[src/rtl/prog_timer_pkg.sv]
package prog_timer_pkg;

    localparam int unsigned DATA_W = 8;
    localparam int unsigned CTRL_W = 3;
    localparam int unsigned NTAPS  = 4;

    localparam logic [1:0] ADDR_COUNT = 2'd0;
    localparam logic [1:0] ADDR_MOD   = 2'd1;
    localparam logic [1:0] ADDR_CTRL  = 2'd2;

    // reload sequence; RS_RUNNING must be the reset encoding
    typedef enum logic [1:0] {
        RS_RUNNING   = 2'd0,
        RS_RELOADING = 2'd1,
        RS_RELOADED  = 2'd2
    } reload_e;

    typedef struct packed {
        logic [DATA_W-1:0] cnt;
        logic [DATA_W-1:0] modv;
        logic [CTRL_W-1:0] ctrl;
        logic              lvl;   // gated tap level seen last cycle
    } tmr_regs_t;

endpackage

[src/rtl/ptmr_tap_mux.sv]
module ptmr_tap_mux
    import prog_timer_pkg::*;
#(
    parameter int unsigned DIV_W = 16,
    parameter int unsigned TAP_POS [NTAPS] = '{9, 3, 5, 7}
) (
    input  logic [DIV_W-1:0] div_i,
    input  logic [1:0]       sel_i,
    output logic             bit_o
);

    logic [NTAPS-1:0] taps;
    logic             div_unused;

    for (genvar i = 0; i < NTAPS; i++) begin : g_tap
        assign taps[i] = div_i[TAP_POS[i]];
    end

    assign div_unused = ^div_i;
    assign bit_o      = taps[sel_i];

endmodule

[src/rtl/ptmr_reload_seq.sv]
module ptmr_reload_seq
    import prog_timer_pkg::*;
(
    input  logic    clk_i,
    input  logic    rst_ni,
    input  logic    step_i,
    input  logic    load_i,
    output reload_e state_o,
    output logic    irq_o
);

    typedef struct packed {
        reload_e st;
        logic    irq;
    } seq_t;

    seq_t seq_d, seq_q;

    always_comb begin
        seq_d     = seq_q;
        seq_d.irq = step_i && (seq_q.st == RS_RELOADING);
        if (load_i) begin
            seq_d.st = RS_RELOADING;
        end else if (step_i) begin
            case (seq_q.st)
                RS_RELOADING: seq_d.st = RS_RELOADED;
                RS_RELOADED:  seq_d.st = RS_RUNNING;
                default:      seq_d.st = seq_q.st;
            endcase
        end
    end

    always_ff @(posedge clk_i or negedge rst_ni) begin
        if (!rst_ni) begin
            seq_q <= '{st: RS_RUNNING, irq: 1'b0};
        end else begin
            seq_q <= seq_d;
        end
    end

    assign state_o = seq_q.st;
    assign irq_o   = seq_q.irq;

    // a request only follows a step taken while reloading
    assert_irq_source_R6: assert property (@(posedge clk_i) disable iff (!rst_ni)
        seq_q.irq |-> ($past(seq_q.st) == RS_RELOADING && $past(step_i)));

    // the step after the request ends the sequence
    assert_seq_end_R7: assert property (@(posedge clk_i) disable iff (!rst_ni)
        (seq_q.st == RS_RELOADED && step_i && !load_i) |=> (seq_q.st == RS_RUNNING));

    // a wrap always restarts the sequence and never fires in its own cycle
    assert_wrap_quiet_R5: assert property (@(posedge clk_i) disable iff (!rst_ni)
        load_i |=> (seq_q.st == RS_RELOADING && !seq_q.irq));

endmodule

[src/rtl/prog_timer.sv]
module prog_timer
    import prog_timer_pkg::*;
#(
    parameter int unsigned DIV_W = 16,
    parameter int unsigned TAP_POS [NTAPS] = '{9, 3, 5, 7}
) (
    input  logic              clk_i,
    input  logic              rst_ni,
    input  logic [DIV_W-1:0]  div_i,
    input  logic              step_i,
    input  logic              reg_we_i,
    input  logic [1:0]        reg_addr_i,
    input  logic [DATA_W-1:0] reg_wdata_i,
    output logic [DATA_W-1:0] reg_rdata_o,
    output logic              timer_irq_o
);

    localparam logic [DATA_W-1:0] CNT_MAX   = '1;
    localparam logic [DATA_W-1:0] CTRL_FILL = ~DATA_W'((1 << CTRL_W) - 1);

    tmr_regs_t         r_d, r_q;
    logic              cnt_wr, mod_wr, ctrl_wr;
    logic [CTRL_W-1:0] ctrl_eff;
    logic              tap_bit, lvl_now, inc, load;
    reload_e           rl_state;

    assign cnt_wr  = reg_we_i && (reg_addr_i == ADDR_COUNT);
    assign mod_wr  = reg_we_i && (reg_addr_i == ADDR_MOD);
    assign ctrl_wr = reg_we_i && (reg_addr_i == ADDR_CTRL);

    // a control write is seen by the edge detector in its own cycle
    assign ctrl_eff = ctrl_wr ? reg_wdata_i[CTRL_W-1:0] : r_q.ctrl;

    ptmr_tap_mux #(
        .DIV_W   (DIV_W),
        .TAP_POS (TAP_POS)
    ) u_tap (
        .div_i (div_i),
        .sel_i (ctrl_eff[1:0]),
        .bit_o (tap_bit)
    );

    assign lvl_now = ctrl_eff[2] & tap_bit;
    assign inc     = r_q.lvl & ~lvl_now;

    always_comb begin
        r_d     = r_q;
        r_d.lvl = lvl_now;
        load    = 1'b0;
        if (cnt_wr) begin
            r_d.cnt = reg_wdata_i;
        end else if (inc) begin
            if (r_q.cnt == CNT_MAX) begin
                r_d.cnt = r_q.modv;
                load    = 1'b1;
            end else begin
                r_d.cnt = r_q.cnt + 1'b1;
            end
        end
        if (mod_wr) begin
            r_d.modv = reg_wdata_i;
        end
        if (ctrl_wr) begin
            r_d.ctrl = reg_wdata_i[CTRL_W-1:0];
        end
    end

    always_ff @(posedge clk_i or negedge rst_ni) begin
        if (!rst_ni) begin
            r_q <= '0;
        end else begin
            r_q <= r_d;
        end
    end

    ptmr_reload_seq u_seq (
        .clk_i   (clk_i),
        .rst_ni  (rst_ni),
        .step_i  (step_i),
        .load_i  (load),
        .state_o (rl_state),
        .irq_o   (timer_irq_o)
    );

    always_comb begin
        case (reg_addr_i)
            ADDR_COUNT: reg_rdata_o = r_q.cnt;
            ADDR_MOD:   reg_rdata_o = r_q.modv;
            ADDR_CTRL:  reg_rdata_o = CTRL_FILL | DATA_W'(r_q.ctrl);
            default:    reg_rdata_o = '1;
        endcase
    end

    // wrap from the top value takes the modulo held before the edge
    assert_wrap_load_R5: assert property (@(posedge clk_i) disable iff (!rst_ni)
        (inc && !cnt_wr && r_q.cnt == CNT_MAX) |=>
            (r_q.cnt == $past(r_q.modv) && rl_state == RS_RELOADING));

    // disabled and untouched: the count holds
    assert_hold_disabled_R4: assert property (@(posedge clk_i) disable iff (!rst_ni)
        (!r_q.ctrl[2] && !reg_we_i) |=> $stable(r_q.cnt));

    // a counter write beats a coincident increment
    assert_write_wins_R9: assert property (@(posedge clk_i) disable iff (!rst_ni)
        cnt_wr |=> (r_q.cnt == $past(reg_wdata_i)));

    // the count moves by at most one unless written or wrapped
    assert_step_one_R3: assert property (@(posedge clk_i) disable iff (!rst_ni)
        (!cnt_wr && r_q.cnt != CNT_MAX) |=>
            (r_q.cnt == $past(r_q.cnt) || r_q.cnt == $past(r_q.cnt) + 1'b1));

endmodule

[config.mk]
export PLATFORM = sky130hd
export DESIGN_NAME = prog_timer
export DESIGN_NICKNAME = d
export VERILOG_FILES = /design/src/rtl/prog_timer_pkg.sv /design/src/rtl/ptmr_tap_mux.sv /design/src/rtl/ptmr_reload_seq.sv /design/src/rtl/prog_timer.sv
export SDC_FILE = /design/constraint.sdc
export NUM_CORES = 1
export LEC_CHECK = 0
export ABC_AREA = 1
export BUFFER_PORTS_ARGS = -buffer_cell sky130_fd_sc_hd__buf_2
export CAP_MARGIN = 40
export CORE_MARGIN = 10
export CORE_UTILIZATION = 38
export CTS_BUF_LIST = sky130_fd_sc_hd__clkbuf_8 sky130_fd_sc_hd__clkbuf_16
export CTS_CLUSTER_SIZE = 12
export DETAILED_ROUTE_END_ITERATION = 6
export SLEW_MARGIN = 20
export SYNTH_ARGS = -nofsm -noshare
export SYNTH_HDL_FRONTEND = slang
export SYNTH_SLANG_ARGS = --single-unit
[constraint.sdc]
create_clock -name clk_i -period 3.18 [get_ports clk_i]
set_clock_uncertainty 0.05 [all_clocks]
set_input_delay 0.318 -clock clk_i [delete_from_list [all_inputs] [get_ports clk_i]]
set_output_delay 0.318 -clock clk_i [all_outputs]
set_load 0.1 [all_outputs]
After elaboration in Yosys (flattened, before gate mapping)
Index checks and enable logic that the tools add are counted.

storage, ports and cells
  ROM bits = 0
  output and inout port bits = 9
  memory bits (writable) = 0
  memories kept = 0
  input bits = 30
  register bits after elaboration = 23
  bits in latches = 0
  logic and storage cells = 38

cells by class
  add/sub/neg operators = 1
  order comparisons = 1
  multipliers = 0
  eq/ne operators = 5
  multiplexer cells = 13
  divide/modulo/power cells = 0
  bitwise operators = 3
  shift-type cells = 0
  reductions and logical operators = 9

operators by type and width
  kind                                                                           count
  8-bit 2-to-1 mux                                                               3
  8-bit case mux with 3 select lines                                             1
  8-bit by 1-bit adder with 8-bit output (second input constant)                 1
  8-bit == test (second input constant)                                          1
  2-bit by 1-bit == test with 1-bit output (second input constant)               2
  2-bit == test (second input constant)                                          2
  1-bit logical AND                                                              4
  1-bit 2-to-1 mux                                                               4
  2-bit 2-to-1 mux                                                               2
  2-bit case mux with 2 select lines                                             1
  2-bit nonzero test                                                             2
  2-bit by 3-bit less-than comparator with 1-bit output (second input constant)  1
  3-bit 2-to-1 mux                                                               1
  3-bit nonzero test                                                             1
  1-bit AND                                                                      2
  1-bit binary-select mux with 2-bit select                                      1
  2-bit logical NOT                                                              1
  2-bit AND reduction                                                            1
  1-bit inverter                                                                 1

Depth between registers and ports, before layout
  depth after elaboration = 12
  gate-level depth with buffers = 12

By module
From an unflattened synthesis, not the netlist that was laid out.

second synthesis, totals
  cell total of the unflattened synthesis = 192
  area, all modules = 1441.4 µm²

by module, submodules not included
  module           times used  area an instance (µm²)  sequential area each (µm²)  cells an instance
  prog_timer       1           1271.2                  500.5                       165
  ptmr_reload_seq  1           118.9                   75.1                        14
  ptmr_tap_mux     1           51.3                    0.0                         13

Worst setup path after synthesis
No wires, ideal clock.

  path type = input to output
  from = input reg_addr_i[1]
  to = output reg_rdata_o[2]
  cell stages on the path = 3
  arrival time = 1.301 ns
  path slack = 1.511 ns
  cells stage by stage = nor2_2 -> nand2_1 -> nand3_1

on the way
  cells in the longest elaborated chain, start to end = 2

ends and longest elaborated chain
  what                                   RTL line          text
  from (decl)                            prog_timer.sv:12  input logic [1:0] reg_addr_i,
  2-bit == test (tied with other cells)  prog_timer.sv:86  case (reg_addr_i)
  8-bit case mux with 3 select lines *   prog_timer.sv:86
  to (decl)                              prog_timer.sv:14  output logic [DATA_W-1:0] reg_rdata_o,

Mark *: on every way between the ends. The rest lies on a longest branch, timed or not.

Worst setup path in the final report
  from = input reg_addr_i[0]
  to = output reg_rdata_o[7]

Same word-level chain as after synthesis.

==> impl_metrics.ini <==
[outcome]
status = complete, no violations

[power_and_ir_drop]
power_density_nw_per_um2 = 676
peakVddDrop_mv = 0.249
total_leakage_power_nw = 0.801

[global_route]
grt_pass1_vias = 1236
grt_max_degree = 24
grt_pass1_wl_mm = 5.68
grt_use_total = 0.108
antenna_found_initial = 0
grt_remaining_overflow = 0

[layout]
fillers = 350
syn_to_final_growth_pct = 17.0
nets = 235
finish.instance_area_um2 = 1610
drive_above_1_share = 0.236
diodes = 0

[setup_path]
worstPathCellList = buf_2, inv_2, nor2_1, inv_1, o22ai_1, inv_1, buf_2
cp-start-kind = input port
crit_type = in -> out
worstSetupEndpointType = output port
cp.required_ns = 2.81
cp_max_fo = 6
critPathMaxStageDelay_ns = 0.29
crit_slowest_cell = buf_2
crit_arrival_ns = 1.43

[die]
die_area_um2 = 6420
die_height_um = 80.2
rows = 21
coreArea_um2 = 3420
start_util = 0.403
ios = 39
die_w_um = 80.2

[routing]
via_count = 1226
wl_mm = 3.31
route.detailed.wl_per_inst_um = 13.3
dr.first_iter.drc_count = 87
final_antenna_net_count = 0
drc = 0
firstDrtPassIters = 4
viasPerCell = 4.92

[timing]
post-route-period-util = 0.566
setup_viol = 0
fin_crit_ns = 1.80
worst_slew_pin_slew_ns = 0.535
fin_ws_ns = 1.38
relSlewSlack = 0.644
rsz0062_at_grt = false
fin_setup_tns_ns = 0
hold_violations = 0
fmax_ghz = 0.556
drv_slew = 0

[flow_run]
cap_violations = 0

[min_path]
hold_path_class = in -> reg

[synth]
synth_edf_count = 0
synth_commonest_cells = 51 x nand2_1, 23 x dfrtp_1, 22 x inv_1, 21 x nand3_1, 10 x o21ai_0
synth_most_common_cell = nand2_1
ys_types = 26
yosys_warnings = 0
ys_seq_elements = 23
synth_area_um2 = 1380
synth_fp_nets = 205
syn_inst = 174
synth_top_area_cell = dfrtp_1
avgSynthCellArea_um2 = 7.90
async_flop_share = 1.00
synth-main-ff-cell = dfrtp_1
yosysSeqAreaShare = 0.419
synth_area_leaders = dfrtp_1 42%, nand2_1 14%, nand3_1 7.6%
synth_top_area_share = 0.419

[clock_network]
post_cts_buffers = 0
cts_resized = 0
cts-root-buf = clkbuf_8
path_clk_slew_ns = 0.08
cts_buffer_depth = 2
clk_latency_ns = 0.27
tritoncts = yes
numClockSinks = 23
cts_buffers = 3
htreeDepth = 1

[placement]
place_ws_ns = 1.37
place_area_um2 = 1550
port_buffers = 26
dp_hpwl_mm = 2.53
gp_routability_congestion = 0.825
-- where the power goes --
part | total (mW) | internal (mW) | switching [mW]
registers | 0.457 | 0.369 | 0.0877
clock network | 0.180 | 0.0863 | 0.0934
logic | 0.452 | 0.143 | 0.308
total | 1.09 | 0.599 | 0.489
-- state kept, by name, summed over array words and instances (netlist names) --
signal	cells
r_q	20
u_seq.irq_o	1
u_seq.state_o	2
-- placed cells by master, fill, tap and decap left out, drive strengths merged --
master / instances
a21oi: 2
buf: 26
clkbuf: 3
dfrtp: 23
dlygate4sd3: 1
ha: 1
inv: 25
mux2: 5
nand2: 57
nand3: 22
nand4: 1
nor2: 7
nor3: 1
nor3b: 1
o211ai: 6
o21ai: 12
o22ai: 5
xnor2: 2
xor2: 3
-- layer usage --
metal	routed length, µm	vias to the layer above	track usage	part of all wire
met3	185	5	0.0212	0.056
li1	-	633	-	-
met4	40	0	0.0370	0.012
met1	1450	558	0.129	0.44
met2	1640	30	0.187	0.49
met5	0	-	0	0
-- worst paths after layout --
path / slack, ns / endpoint / cells after the start / from
setup / recovery: 1.38 / reg_rdata_o[7] / 7 / reg_addr_i[0]
hold / removal: 0.25 / r_q[8]$_DFFE_PN0P_ / 2 / reg_wdata_i[4]
setup reg to reg: 1.39 / r_q[13]$_DFFE_PN0P_ / 10 / r_q[12]$_DFFE_PN0P_
hold reg to reg: 0.42 / u_seq.irq_o$_DFF_PN0_ / 1 / u_seq.state_o[1]$_DFFE_PN0P_
max in group asynchronous: 2.21 / r_q[19]$_DFFE_PN0P_ / 2 / rst_ni
min in group asynchronous: 0.51 / r_q[4]$_DFFE_PN0P_ / 2 / rst_ni
-- repair_timing --
action / in CTS / in global routing
hold buffers: 1 / 0
hold endpoints to repair: 23 / 0
setup endpoints to repair: 0 / 0
-- cell families after synthesis --
logic type	count (synthesis)	share of synthesized area
AOI/OAI and AO/OA	25	0.109
xor gates and xnor gates	5	0.0319
adders and majority gates	1	0.00910
buffers and inverters	26	0.0719
DFF	23	0.419
muxes	5	0.0409
and+or+nand+nor	89	0.318
-- metrics by stage --
| step | hold slack, ns | util | power [mW] | std cells |
|---|---|---|---|---|
| final | 0.247 | 0.471 | 1.09 | 249 |
| after global routing | 0.246 | 0.471 | 1.17 | 249 |
| after CTS | 0.246 | 0.471 | 1.10 | 249 |
| after detailed placement | 0.280 | 0.455 | 0.916 | 244 |
| after global placement | 0.280 | 0.455 | 0.905 | 244 |
| after floorplan | -0.0276 | - | 0.814 | 174 |
-- worst max-delay path, delay by kind of cell --
family / cells / cell delay [ns]
buffers and inverters: 5 / 0.74
and+or+nand+nor: 1 / 0.21
AOI/OAI and AO/OA: 1 / 0.16
-- area by class of cell --
cell class,count,area (µm²),area share
multi-input cells,125,701,0.435
clock inverters,1,3.75,0.00233
clock buffers,3,41.3,0.0257
inverters,24,90.1,0.0560
well taps,46,57.6,0.0358
flip-flops and latches,23,576,0.358
repair buffers,27,140,0.0871
(Power assumes the default switching activity.)
